$ cat src/rtl/spi_clk_div_pkg.sv
package spi_clk_div_pkg;

  typedef enum logic {
    PH_REST   = 1'b0,
    PH_ACTIVE = 1'b1
  } sclk_phase_e;

  function automatic int unsigned max_u(input int unsigned a, input int unsigned b);
    return (a > b) ? a : b;
  endfunction

endpackage

$ cat src/rtl/spi_div_cfg.sv
module spi_div_cfg #(
  parameter int unsigned LIN_W = 8,
  parameter int unsigned EXP_W = 4,
  parameter int unsigned CNT_W = 14
) (
  input  logic                         clk_i,
  input  logic                         rst_ni,
  input  logic                         run_i,
  input  logic                         cpol_i,
  input  logic [LIN_W+EXP_W:0]         div_cfg_i,
  output logic [CNT_W-1:0]             term_o,
  output logic                         bypass_o,
  output logic                         pol_o
);
  localparam int unsigned MODE_BIT = LIN_W + EXP_W;

  logic [LIN_W-1:0] lin_n;
  logic [EXP_W-1:0] exp_m;
  logic             lin_mode;
  logic [CNT_W-1:0] term_d, term_q;
  logic             bypass_d, bypass_q, pol_q;

  assign lin_n    = div_cfg_i[LIN_W-1:0];
  assign exp_m    = div_cfg_i[LIN_W +: EXP_W];
  assign lin_mode = div_cfg_i[MODE_BIT];

  // terminal count = half period - 1
  always_comb begin
    term_d   = '0;
    bypass_d = 1'b0;
    if (lin_mode) begin
      term_d = CNT_W'(lin_n);
    end else if (exp_m == '0) begin
      bypass_d = 1'b1;
    end else begin
      term_d = (CNT_W'(1) << (exp_m - EXP_W'(1))) - CNT_W'(1);
    end
  end

  // settings only move while idle
  always_ff @(posedge clk_i or negedge rst_ni) begin
    if (!rst_ni) begin
      term_q   <= '0;
      bypass_q <= 1'b0;
      pol_q    <= 1'b0;
    end else if (!run_i) begin
      term_q   <= term_d;
      bypass_q <= bypass_d;
      pol_q    <= cpol_i;
    end
  end

  assign term_o   = term_q;
  assign bypass_o = bypass_q;
  assign pol_o    = pol_q;

  assert_cfg_hold_R8: assert property (@(posedge clk_i) disable iff (!rst_ni)
    $past(run_i) |-> ($stable(term_q) && $stable(bypass_q) && $stable(pol_q)));

endmodule

$ cat src/rtl/spi_div_count.sv
module spi_div_count #(
  parameter int unsigned CNT_W = 14
) (
  input  logic             clk_i,
  input  logic             rst_ni,
  input  logic             run_i,
  input  logic [CNT_W-1:0] term_i,
  output logic             tick_o
);
  logic [CNT_W-1:0] cnt_q;

  assign tick_o = run_i && (cnt_q == term_i);

  always_ff @(posedge clk_i or negedge rst_ni) begin
    if (!rst_ni)      cnt_q <= '0;
    else if (!run_i)  cnt_q <= '0;
    else if (tick_o)  cnt_q <= '0;
    else              cnt_q <= cnt_q + CNT_W'(1);
  end

  assert_cnt_bound_R3: assert property (@(posedge clk_i) disable iff (!rst_ni)
    run_i |-> (cnt_q <= term_i));

  assert_cnt_restart_R10: assert property (@(posedge clk_i) disable iff (!rst_ni)
    !run_i |=> (cnt_q == '0));

endmodule

$ cat src/rtl/spi_div_phase.sv
module spi_div_phase
  import spi_clk_div_pkg::*;
(
  input  logic clk_i,
  input  logic rst_ni,
  input  logic run_i,
  input  logic tick_i,
  input  logic bypass_i,
  output logic phase_o,
  output logic lead_o,
  output logic trail_o
);
  sclk_phase_e phase_q;
  logic        lead_q, trail_q;

  always_ff @(posedge clk_i or negedge rst_ni) begin
    if (!rst_ni) begin
      phase_q <= PH_REST;
      lead_q  <= 1'b0;
      trail_q <= 1'b0;
    end else if (!run_i) begin
      phase_q <= PH_REST;
      lead_q  <= 1'b0;
      trail_q <= 1'b0;
    end else if (bypass_i) begin
      phase_q <= PH_REST;
      lead_q  <= 1'b1;
      trail_q <= 1'b1;
    end else if (tick_i) begin
      phase_q <= (phase_q == PH_REST) ? PH_ACTIVE : PH_REST;
      lead_q  <= (phase_q == PH_REST);
      trail_q <= (phase_q == PH_ACTIVE);
    end else begin
      lead_q  <= 1'b0;
      trail_q <= 1'b0;
    end
  end

  assign phase_o = phase_q;
  assign lead_o  = lead_q;
  assign trail_o = trail_q;

  assert_edge_excl_R6: assert property (@(posedge clk_i) disable iff (!rst_ni)
    (lead_q && !bypass_i) |-> !trail_q);

  assert_lead_active_R6: assert property (@(posedge clk_i) disable iff (!rst_ni)
    (lead_q && !bypass_i) |-> (phase_q == PH_ACTIVE));

endmodule

$ cat src/rtl/spi_clk_div.sv
module spi_clk_div
  import spi_clk_div_pkg::*;
#(
  parameter int unsigned LIN_W = 8,
  parameter int unsigned EXP_W = 4
) (
  input  logic                 clk_i,
  input  logic                 rst_ni,
  input  logic                 run_i,
  input  logic                 cpol_i,
  input  logic [LIN_W+EXP_W:0] div_cfg_i,
  output logic                 sclk_o,
  output logic                 lead_o,
  output logic                 trail_o
);
  // half period: linear up to 2^LIN_W, power-of-two up to 2^(2^EXP_W-2)
  localparam int unsigned CNT_W = max_u(max_u(LIN_W, (1 << EXP_W) - 2), 1);

  logic [CNT_W-1:0] term;
  logic             bypass, pol, tick, phase;

  spi_div_cfg #(.LIN_W(LIN_W), .EXP_W(EXP_W), .CNT_W(CNT_W)) u_cfg (
    .clk_i, .rst_ni, .run_i, .cpol_i, .div_cfg_i,
    .term_o(term), .bypass_o(bypass), .pol_o(pol)
  );

  spi_div_count #(.CNT_W(CNT_W)) u_cnt (
    .clk_i, .rst_ni, .run_i, .term_i(term), .tick_o(tick)
  );

  spi_div_phase u_phase (
    .clk_i, .rst_ni, .run_i, .tick_i(tick), .bypass_i(bypass),
    .phase_o(phase), .lead_o, .trail_o
  );

  assign sclk_o = pol ^ phase;

  assert_idle_level_R2: assert property (@(posedge clk_i) disable iff (!rst_ni)
    !run_i |=> ((sclk_o == $past(cpol_i)) && !lead_o && !trail_o));

  assert_sclk_edge_R6: assert property (@(posedge clk_i) disable iff (!rst_ni)
    ($past(run_i) && !$stable(sclk_o)) |-> (lead_o || trail_o));

  assert_bypass_flat_R7: assert property (@(posedge clk_i) disable iff (!rst_ni)
    ($past(run_i) && bypass) |-> (lead_o && trail_o && (sclk_o == pol)));

endmodule

$ cat config.mk
export PLATFORM = sky130hd
export DESIGN_NAME = spi_clk_div
export DESIGN_NICKNAME = d
export VERILOG_FILES = /design/src/rtl/spi_clk_div_pkg.sv /design/src/rtl/spi_div_cfg.sv /design/src/rtl/spi_div_count.sv /design/src/rtl/spi_div_phase.sv /design/src/rtl/spi_clk_div.sv
export SDC_FILE = /design/constraint.sdc
export NUM_CORES = 1
export LEC_CHECK = 0
export BUFFER_PORTS_ARGS = -buffer_cell sky130_fd_sc_hd__buf_2
export CORE_ASPECT_RATIO = 1.75
export CORE_MARGIN = 2
export CORE_UTILIZATION = 55
export CTS_BUF_LIST = sky130_fd_sc_hd__clkbuf_8 sky130_fd_sc_hd__clkbuf_16
export CTS_CLUSTER_DIAMETER = 80
export DETAILED_ROUTE_END_ITERATION = 8
export PLACE_DENSITY_LB_ADDON = 0.25
export RECOVER_POWER = 50
export REMOVE_ABC_BUFFERS = 1
export SYNTH_ARGS = -nofsm -noshare
export SYNTH_HDL_FRONTEND = slang
export SYNTH_SLANG_ARGS = --single-unit
$ cat constraint.sdc
create_clock -name clk_i -period 3.9 [get_ports clk_i]
set_input_delay 0.78 -clock clk_i [delete_from_list [all_inputs] [get_ports clk_i]]
set_output_delay 0.78 -clock clk_i [all_outputs]
set_load 0.05 [all_outputs]
### Yosys cells after proc, flatten, opt, wreduce, memory -nomap -nowiden

Cells that the tools add are included.
W data, S select, Z words.

| cells by class | value |
|---|---|
| shift-type cells | 1 |
| add/subtract/negate cells | 3 |
| mux-type cells | 16 |
| bitwise operators | 2 |
| reduce and logical (&&, ||, !) cells | 2 |
| eq/ne operators | 2 |

Operator list:

| operator | count |
|---|---|
| $mux W14 | 4 |
| $add A14 B1 Y14 const B | 1 |
| $eq A14 B14 Y1 | 1 |
| $shl A1 B4 Y14 const A | 1 |
| $sub A14 B2 Y14 const B | 1 |
| $mux W1 | 12 |
| $logic_not A4 Y1 | 1 |
| $sub A4 B1 Y4 const B | 1 |
| $ne A3 B1 Y1 const B | 1 |
| $logic_and A1 B1 Y1 | 1 |
| $not A1 Y1 | 1 |
| $xor A1 B1 Y1 | 1 |

| word-level totals | value |
|---|---|
| flip-flop bits (word level) | 33 |
| output and inout port bits | 3 |

### Logic depth before layout (Yosys ltp)

Gate-level depths: netlist (run 1).

| logic depth | value |
|---|---|
| depth after elaboration | 5 |
| depth in mapped cells | 10 |
| depth with buffers taken out | 8 |

### By module

Synthesis (run 1) repeated with hierarchy kept, for this count alone.

| second synthesis, totals | value |
|---|---|
| cell total of the unflattened synthesis | 207 |
| area, all modules | 1983.2 um2 |

By module, submodules not included:

| module | sequential area each (um2) | times used | cells each | area each (um2) |
|---|---|---|---|---|
| spi_div_cfg | 400.4 | 1 | 112 | 1004.7 |
| spi_div_count | 350.3 | 1 | 85 | 848.3 |
| spi_div_phase | 75.1 | 1 | 9 | 121.4 |
| spi_clk_div | 0.0 | 1 | 1 | 8.8 |

### Least setup slack after synthesis (run 1)

Ideal clock, no wire load.

| timing | value |
|---|---|
| kind | input-to-reg |
| start | input port div_cfg_i[10] |
| end | register u_cfg.term_q[2] (netlist: u_cfg.term_o[2]) |
| path slack | 1552 ps |
| data required time | 3817 ps |
| arrival time | 2265 ps |
| stages | 10 |
| path buffers | 2 |
| path through | buf_2 -> nor2_1 -> nand3b_1 -> ha_1 -> clkbuf_1 -> nor4b_1 -> o21ai_0 -> nand3_1 -> o21ai_0 -> o21ai_0 |

| on the way | value |
|---|---|
| cells in the longest elaborated chain, start to end | 5 |
| elaborated cells on any way between the ends | 6 |

RTL lines:

| element | RTL line | source |
|---|---|---|
| from (decl) | spi_clk_div.sv:11 | `input logic [LIN_W+EXP_W:0] div_cfg_i,` |
| $sub A4 B1 Y4 | spi_div_cfg.sv:36 | `term_d = (CNT_W'(1) << (exp_m - EXP_W'(1))) - CNT_W'(1);` |
| $shl A1 B4 Y14 | spi_div_cfg.sv:36 |  |
| $sub A14 B2 Y14 | spi_div_cfg.sv:36 |  |
| $mux W14 * | spi_div_cfg.sv:33 | `end else if (exp_m == '0) begin` |
| $mux W14 * | spi_div_cfg.sv:31 | `if (lin_mode) begin` |
| to (signal assigned) | spi_div_cfg.sv:47 | `term_q <= term_d;` |
| to (decl) | spi_div_cfg.sv:20 | `logic [CNT_W-1:0] term_d, term_q;` |

Mark *: on every way between the ends. The rest lies on a longest branch, timed or not.
A chain may end at the register's enable or synchronous reset.

### Final worst setup path (run 1)

| timing | value |
|---|---|
| start | input port div_cfg_i[9] |
| end | register u_cfg.term_q[12] (netlist: u_cfg.term_o[12]) |

The elaborated chain is that of the path after synthesis.

==> impl_summary.log, run 1 <==
INFO  metric timing.slew.headroom = -0.1170
INFO  metric critical_path.cell_chain = clkbuf_1, nor2b_1, nand2_1, ha_1, nand2_1, or4b_1, o21ai_0, a22o_1
INFO  metric numCtsBuffers = 5
INFO  metric clk_pin_slew_worst_setup_hold_paths = 0.07 ns
INFO  metric core_area = 3176 um2
INFO  metric hold_path_class = reg2reg
INFO  metric clock_tree_from_tritoncts = done
INFO  metric worstSetupStartpointType = input port
INFO  metric grt_pass1_wl = 6.506 mm
INFO  metric stdcell_count = 260
INFO  metric post_drt_wl_per_cell = 14.52 um
INFO  metric yosys_warning_total = 0
INFO  metric cp.required = 4.12 ns
INFO  metric numClockSinks = 33
INFO  metric initial_core_util = 0.5776
INFO  metric netlist_area = 1834 um2
INFO  metric cp.arrival = 2.71 ns
INFO  metric gpl.final_weighted_congestion = 0.8952
INFO  metric layout-drive-gt1-share = 0.1244
INFO  metric timing_max_transition_violations_final = 34
INFO  metric path_class = in2reg
INFO  metric clock_skew = 0.006318 ns
INFO  metric areaGrowthSynthToFinish = 11.66%
INFO  metric cellPowerDensity = 387.9 nW/um2
INFO  metric dp.cells = 252
INFO  metric slowest_delay = 0.50 ns
INFO  metric drt.antenna.violating_nets = 0
INFO  metric gr-usage-all-layers = 0.2373
INFO  metric die-width = 47.66 um
INFO  metric grt_setup_unrepaired = false
INFO  metric htreeDepth = 2
INFO  metric run_status = finished, violations left
INFO  metric critical-path-top-cell-by-count = sky130_fd_sc_hd__nand2_1
INFO  metric netlist-cell-type-count = 35
INFO  metric post_cts_hold_buffer_count = 0
INFO  metric final.setup.tns = 0 ns
INFO  metric drt_pass1_iterations = 4
INFO  metric totalWireLength = 3.775 mm
INFO  metric post_cts_buffers = 0
INFO  metric ir_drop = 0.2878 mV
INFO  metric die_area = 3831 um2
INFO  metric worst_path_dominant_cell_family = simple AND/OR/NAND/NOR gates
INFO  metric worst_slew_pin_slew = 1.675 ns
INFO  metric gr-total-overflow = 0
INFO  metric grt_antenna_before_repair = 0
INFO  metric layout.cells.most_common = sky130_fd_sc_hd__dfrtp_1
INFO  metric critPathCaptureType = register
INFO  metric first_global_vias = 1529
INFO  metric cts-root-to-sink-buffers = 2
INFO  metric antenna-diode-count = 0
INFO  metric clk_latency = 0.28 ns
INFO  metric final.period_utilization = 0.6388
INFO  metric drcViolationCount = 0
INFO  metric final_nets = 235
INFO  metric failed_checks = capacitance limit, slew limit
INFO  metric most_frequent_cells_in_the_layout = sky130_fd_sc_hd__dfrtp_1 (33), sky130_fd_sc_hd__nand2_1 (24), sky130_fd_sc_hd__nor2_1 (23)
INFO  metric cpMaxStageDelayCell = sky130_fd_sc_hd__or4b_1
INFO  metric critical_path_peak_fanout = 14
INFO  metric cts_resized = 0
INFO  metric ys_seq_area_frac = 0.4502
INFO  metric largest_net_degree_at_the_start_of_global_routing = 34
INFO  metric detailedRoute.firstIterationViolations = 31
INFO  metric clk_root_buffer_cell = sky130_fd_sc_hd__clkbuf_8
INFO  metric post-route-min-period = 2.491 ns
INFO  metric post_synth.cell_area_avg = 9.171 um2
INFO  metric final_area = 2048 um2
INFO  metric ys_seq_elements = 33
INFO  metric vias = 1443
INFO  metric critPathBufInv = 1
INFO  metric netlist_instances = 200
INFO  metric fill_cells = 297
INFO  metric max_cap_viol_count = 1
INFO  metric io_pins = 20
INFO  metric routed_via_density = 5.550
INFO  metric static-leakage-power = 0.9024 nW
INFO  metric die-height = 80.40 um
INFO  metric floorplan.rows = 27
INFO  metric setup-violations-final = 0
INFO  metric fmax = 0.4014 GHz
INFO  metric hold_viol_final = 0
INFO  metric io_buffer_count = 19
INFO  metric place_area = 1934 um2
INFO  metric post-dp-hpwl = 2.970 mm
==> layout make-up <==
type,instances,area [um2],share of cell area
multi-input cells,150,933.4,0.4557
flip-flops and latches,33,825.8,0.4032
repair buffers,19,92.59,0.04520
clock buffers,6,82.58,0.04032
well taps,43,53.80,0.02627
clock inverters,2,33.78,0.01649
inverters,7,26.28,0.01283
==> routing by layer <==
layer | vias up | wire length, um | track usage
met3 | 10 | 83 | 0.03820
li1 | 717 | - | -
met4 | 0 | 134 | 0.1351
met2 | 29 | 2134 | 0.4203
met5 | - | 0 | 0
met1 | 687 | 1422 | 0.2432
==> through the flow <==
step	hold slack, ns	setup WS [ns]	util	total power [mW]
finish	0.5075	1.409	0.6450	0.7945
CTS	0.5138	1.656	0.6458	0.8010
global route	0.5487	1.208	0.6450	0.8280
detailed placement	0.4999	1.366	0.6091	0.4827
floorplan	0.4659	1.763	-	0.4397
global placement	0.4889	1.473	0.6091	0.4770
==> cells in the mapped netlist <==
cell / n / area share
sky130_fd_sc_hd__a211oi_1: 2 / 0.0082
sky130_fd_sc_hd__a21o_1: 1 / 0.0041
sky130_fd_sc_hd__a21oi_1: 7 / 0.019
sky130_fd_sc_hd__a221oi_1: 3 / 0.014
sky130_fd_sc_hd__a22o_1: 2 / 0.0096
sky130_fd_sc_hd__a31oi_1: 1 / 0.0034
sky130_fd_sc_hd__a32oi_1: 1 / 0.0048
sky130_fd_sc_hd__and2_1: 1 / 0.0034
sky130_fd_sc_hd__and3_1: 2 / 0.0068
sky130_fd_sc_hd__and4_1: 3 / 0.014
sky130_fd_sc_hd__buf_2: 3 / 0.0082
sky130_fd_sc_hd__buf_6: 1 / 0.0061
sky130_fd_sc_hd__clkbuf_1: 6 / 0.012
sky130_fd_sc_hd__dfrtp_1: 33 / 0.45
sky130_fd_sc_hd__ha_1: 2 / 0.014
sky130_fd_sc_hd__inv_1: 7 / 0.014
sky130_fd_sc_hd__mux2_2: 1 / 0.0061
sky130_fd_sc_hd__nand2_1: 24 / 0.049
sky130_fd_sc_hd__nand2b_1: 2 / 0.0068
sky130_fd_sc_hd__nand2b_4: 1 / 0.0075
sky130_fd_sc_hd__nand3_1: 9 / 0.025
sky130_fd_sc_hd__nand3b_1: 2 / 0.0082
sky130_fd_sc_hd__nand4_1: 4 / 0.014
sky130_fd_sc_hd__nor2_1: 23 / 0.047
sky130_fd_sc_hd__nor2b_1: 4 / 0.014
sky130_fd_sc_hd__nor3b_1: 1 / 0.0041
sky130_fd_sc_hd__nor4_4: 1 / 0.012
sky130_fd_sc_hd__nor4b_1: 1 / 0.0048
sky130_fd_sc_hd__o211ai_1: 1 / 0.0041
sky130_fd_sc_hd__o21ai_0: 17 / 0.046
sky130_fd_sc_hd__o31ai_1: 5 / 0.020
sky130_fd_sc_hd__o32ai_1: 1 / 0.0048
sky130_fd_sc_hd__or4b_1: 1 / 0.0055
sky130_fd_sc_hd__xnor2_1: 18 / 0.086
sky130_fd_sc_hd__xor2_1: 9 / 0.043
==> cells by family after synthesis <==
group,share of synthesized area
AO/OA/AOI/OAI,0.1392
AND/OR/NAND/NOR,0.2210
flip-flops,0.4502
adder cells (fa/ha/maj),0.01364
multiplexers,0.006139
buffers and inverters,0.04093
XOR/XNOR,0.1289
==> state kept, by name, summed over array words and instances (netlist names) <==
name and cells:
u_cnt.cnt_q 14, u_phase.lead_o 1, u_cfg.bypass_o 1, u_cfg.pol_o 1, u_cfg.term_o 14, u_phase.trail_o 1, u_phase.phase_o 1
==> path summary, 6_finish.rpt <==
check	start	to	slack (ns)	depth (start not counted)
worst max-delay path	div_cfg_i[9]	u_cfg.term_o[12]$_DFFE_PN0N_	1.41	8
worst min-delay path	u_cfg.term_o[0]$_DFFE_PN0N_	u_cfg.term_o[0]$_DFFE_PN0N_	0.51	2
worst max register to register	u_cnt.cnt_q[5]$_DFF_PN0_	u_cnt.cnt_q[12]$_DFF_PN0_	2.16	5
worst min register to register	u_cfg.term_o[0]$_DFFE_PN0N_	u_cfg.term_o[0]$_DFFE_PN0N_	0.51	2
max in group asynchronous	rst_ni	u_cnt.cnt_q[2]$_DFF_PN0_	2.00	1
min in group asynchronous	rst_ni	u_phase.lead_o$_DFF_PN0_	0.93	1
==> worst min-delay path: cells and delay by family, from the launching register on <==
kind,cells,cell delay (ns)
and+or+nand+nor,1,0.05
DFF,1,0.37
AOI/OAI and AO/OA,1,0.06
==> power by group <==
part	switching [mW]	internal [mW]	total, mW
clock	0.114	0.205	0.319
combinational	0.0607	0.0393	0.100
sequential	0.0155	0.360	0.375
Note: power is estimated with default switching activity, not from simulation.
==> run 2: changes to the inputs <==
==> constraint.sdc (replaced) <==
create_clock -name clk_i -period 2.5 [get_ports clk_i]
set_input_delay 0.5 -clock clk_i [delete_from_list [all_inputs] [get_ports clk_i]]
set_output_delay 0.5 -clock clk_i [all_outputs]
set_load 0.05 [all_outputs]
==> impl_summary.log, run 2 (synthesized netlist as in run 1, its figures left out) <==
INFO  metric run_status = finished, violations left
INFO  metric failed_checks = capacitance limit, slew limit
INFO  metric core_area = 3176 um2
INFO  metric timing_max_transition_violations_final = 34
INFO  metric met2WireLength = 2.272 mm
INFO  metric stdcell_count = 261
INFO  metric final_nets = 236
INFO  metric clk_pin_slew_worst_setup_hold_paths = 0.07 ns
INFO  metric post-dp-hpwl = 3.086 mm
INFO  metric top_signal_layer_used = met4
INFO  metric path_class = in2reg
INFO  metric most_frequent_cells_in_the_layout = sky130_fd_sc_hd__dfrtp_1 (33), sky130_fd_sc_hd__nand2_1 (24), sky130_fd_sc_hd__nor2_1 (23)
INFO  metric drt.antenna.violating_nets = 0
INFO  metric grt_pass1_wl = 7.024 mm
INFO  metric clk_latency = 0.29 ns
INFO  metric critical_path.reg2reg.endpoint = u_cnt.cnt_q[9]$_DFF_PN0_
INFO  metric layout.cells.most_common = sky130_fd_sc_hd__dfrtp_1
INFO  metric drcViolationCount = 0
INFO  metric drt_pass1_iterations = 4
INFO  metric first_global_vias = 1558
INFO  metric cellPowerDensity = 565.4 nW/um2
INFO  metric reg2reg_depth = 5
INFO  metric cp-startpoint = div_cfg_i[8]
INFO  metric final.setup.tns = 0 ns
INFO  metric numCtsBuffers = 5
INFO  metric initial_core_util = 0.5776
INFO  metric die-width = 47.66 um
INFO  metric vias = 1530
INFO  metric largest_net_degree_at_the_start_of_global_routing = 34
INFO  metric critical_path_peak_fanout = 12
INFO  metric clock_tree_from_tritoncts = done
INFO  metric cts-root-to-sink-buffers = 2
INFO  metric final_area = 2028 um2
INFO  metric setup-violations-final = 0
INFO  metric htreeDepth = 2
INFO  metric floorplan.rows = 27
INFO  metric wl_met3 = 147 um
INFO  metric max_cap_viol_count = 1
INFO  metric place_area = 1942 um2
INFO  metric worst_slew_pin_slew = 1.637 ns
INFO  metric die-height = 80.40 um
INFO  metric post_drt_wl_per_cell = 15.59 um
INFO  metric layout-drive-gt1-share = 0.1330
INFO  metric hold_viol_final = 0
INFO  metric cp.required = 2.70 ns
INFO  metric clk_root_buffer_cell = sky130_fd_sc_hd__clkbuf_8
INFO  metric total_power = 1.147 mW
INFO  metric routed_via_density = 5.862
INFO  metric post_cts_hold_buffer_count = 0
INFO  metric io_pins = 20
INFO  metric antenna-diode-count = 0
INFO  metric gr-total-overflow = 0
INFO  metric io_buffer_count = 19
INFO  metric hold_path_class = in2reg
INFO  metric totalWireLength = 4.069 mm
INFO  metric hold-path-endpoint = u_cfg.pol_o$_DFFE_PN0N_
INFO  metric whs_path_depth = 2
INFO  metric numClockSinks = 33
INFO  metric timing.slew.headroom = -0.09105
INFO  metric critPathCaptureType = register
INFO  metric fmax = 0.4858 GHz
INFO  metric worst_hold_startpoint = cpol_i
INFO  metric grt_antenna_before_repair = 0
INFO  metric static-leakage-power = 0.8801 nW
INFO  metric rr_startpoint = u_cnt.cnt_q[7]$_DFF_PN0_
INFO  metric post-route-min-period = 2.058 ns
INFO  metric final.period_utilization = 0.8233
INFO  metric gr-usage-all-layers = 0.2591
INFO  metric r2r_slack = 0.74 ns
INFO  metric grt_setup_unrepaired = false
INFO  metric areaGrowthSynthToFinish = 10.57%
INFO  metric cts_resized = 0
INFO  metric dp.cells = 253
INFO  metric met1_length = 1.507 mm
INFO  metric die_area = 3831 um2
INFO  metric ir_drop = 0.3064 mV
INFO  metric detailedRoute.firstIterationViolations = 55
INFO  metric post_cts_buffers = 0
INFO  metric finalCoreUtilization = 0.6387
INFO  metric clock_skew = 0.005062 ns
INFO  metric gpl.final_weighted_congestion = 0.9029
INFO  metric cp.arrival = 2.26 ns
INFO  metric worstSetupStartpointType = input port
## run 2: layer usage
metal	up-vias	global-route usage
met5	-	0
met4	0	0.1297
met3	16	0.06067
met2	49	0.4473
met1	742	0.2754
li1	723	-
## run 2: final cells by class
| cell class | instances | area [um2] |
|---|---|---|
| fillers | 287 | 1147 |
| multi-input cells | 150 | 933.4 |
| flip-flops and latches | 33 | 825.8 |
| repair buffers | 20 | 97.59 |
| clock buffers | 5 | 68.82 |
| well taps | 43 | 53.80 |
| inverters | 7 | 26.28 |
| clock inverters | 3 | 22.52 |
## run 2: how the worst max path moves through the flow
stage | endpoint | slack, ns | depth (start not counted)
3_5_place_dp | u_cfg.term_o[2]$_DFFE_PN0N_ | 0.22 | 9
6_report | u_cfg.term_o[2]$_DFFE_PN0N_ | 0.44 | 9
3_3_place_gp | u_cfg.term_o[4]$_DFFE_PN0N_ | 0.35 | 8
4_1_cts | u_cfg.term_o[2]$_DFFE_PN0N_ | 0.52 | 9
2_1_floorplan | u_cfg.term_o[12]$_DFFE_PN0N_ | 0.64 | 7
5_1_grt | u_cfg.term_o[2]$_DFFE_PN0N_ | 0.22 | 9
## run 2: where the power goes
part | internal, mW | switching, mW | total, mW | leakage [nW]
sequential | 0.561 | 0.0235 | 0.584 | 0.435
clock | 0.195 | 0.208 | 0.403 | 0.0364
combinational | 0.0620 | 0.0978 | 0.160 | 0.409
## run 2: worst max-delay path: stages
cell and delay [ns]:
sky130_fd_sc_hd__buf_2 0.20, sky130_fd_sc_hd__nor2b_1 0.26, sky130_fd_sc_hd__nand2_1 0.12, sky130_fd_sc_hd__ha_1 0.35
sky130_fd_sc_hd__nor4b_1 0.37, sky130_fd_sc_hd__o21ai_0 0.14, sky130_fd_sc_hd__nand3_1 0.09, sky130_fd_sc_hd__o21ai_0 0.08
sky130_fd_sc_hd__o21ai_0 0.15
## run 2: per-stage QoR
stage	hold slack [ns]	worst slack, ns
after floorplan	0.2044	0.6434
after global placement	0.4868	0.3512
after detailed placement	0.4875	0.2172
after CTS	0.2684	0.5193
after global routing	0.4483	0.2197
final	0.4389	0.4417
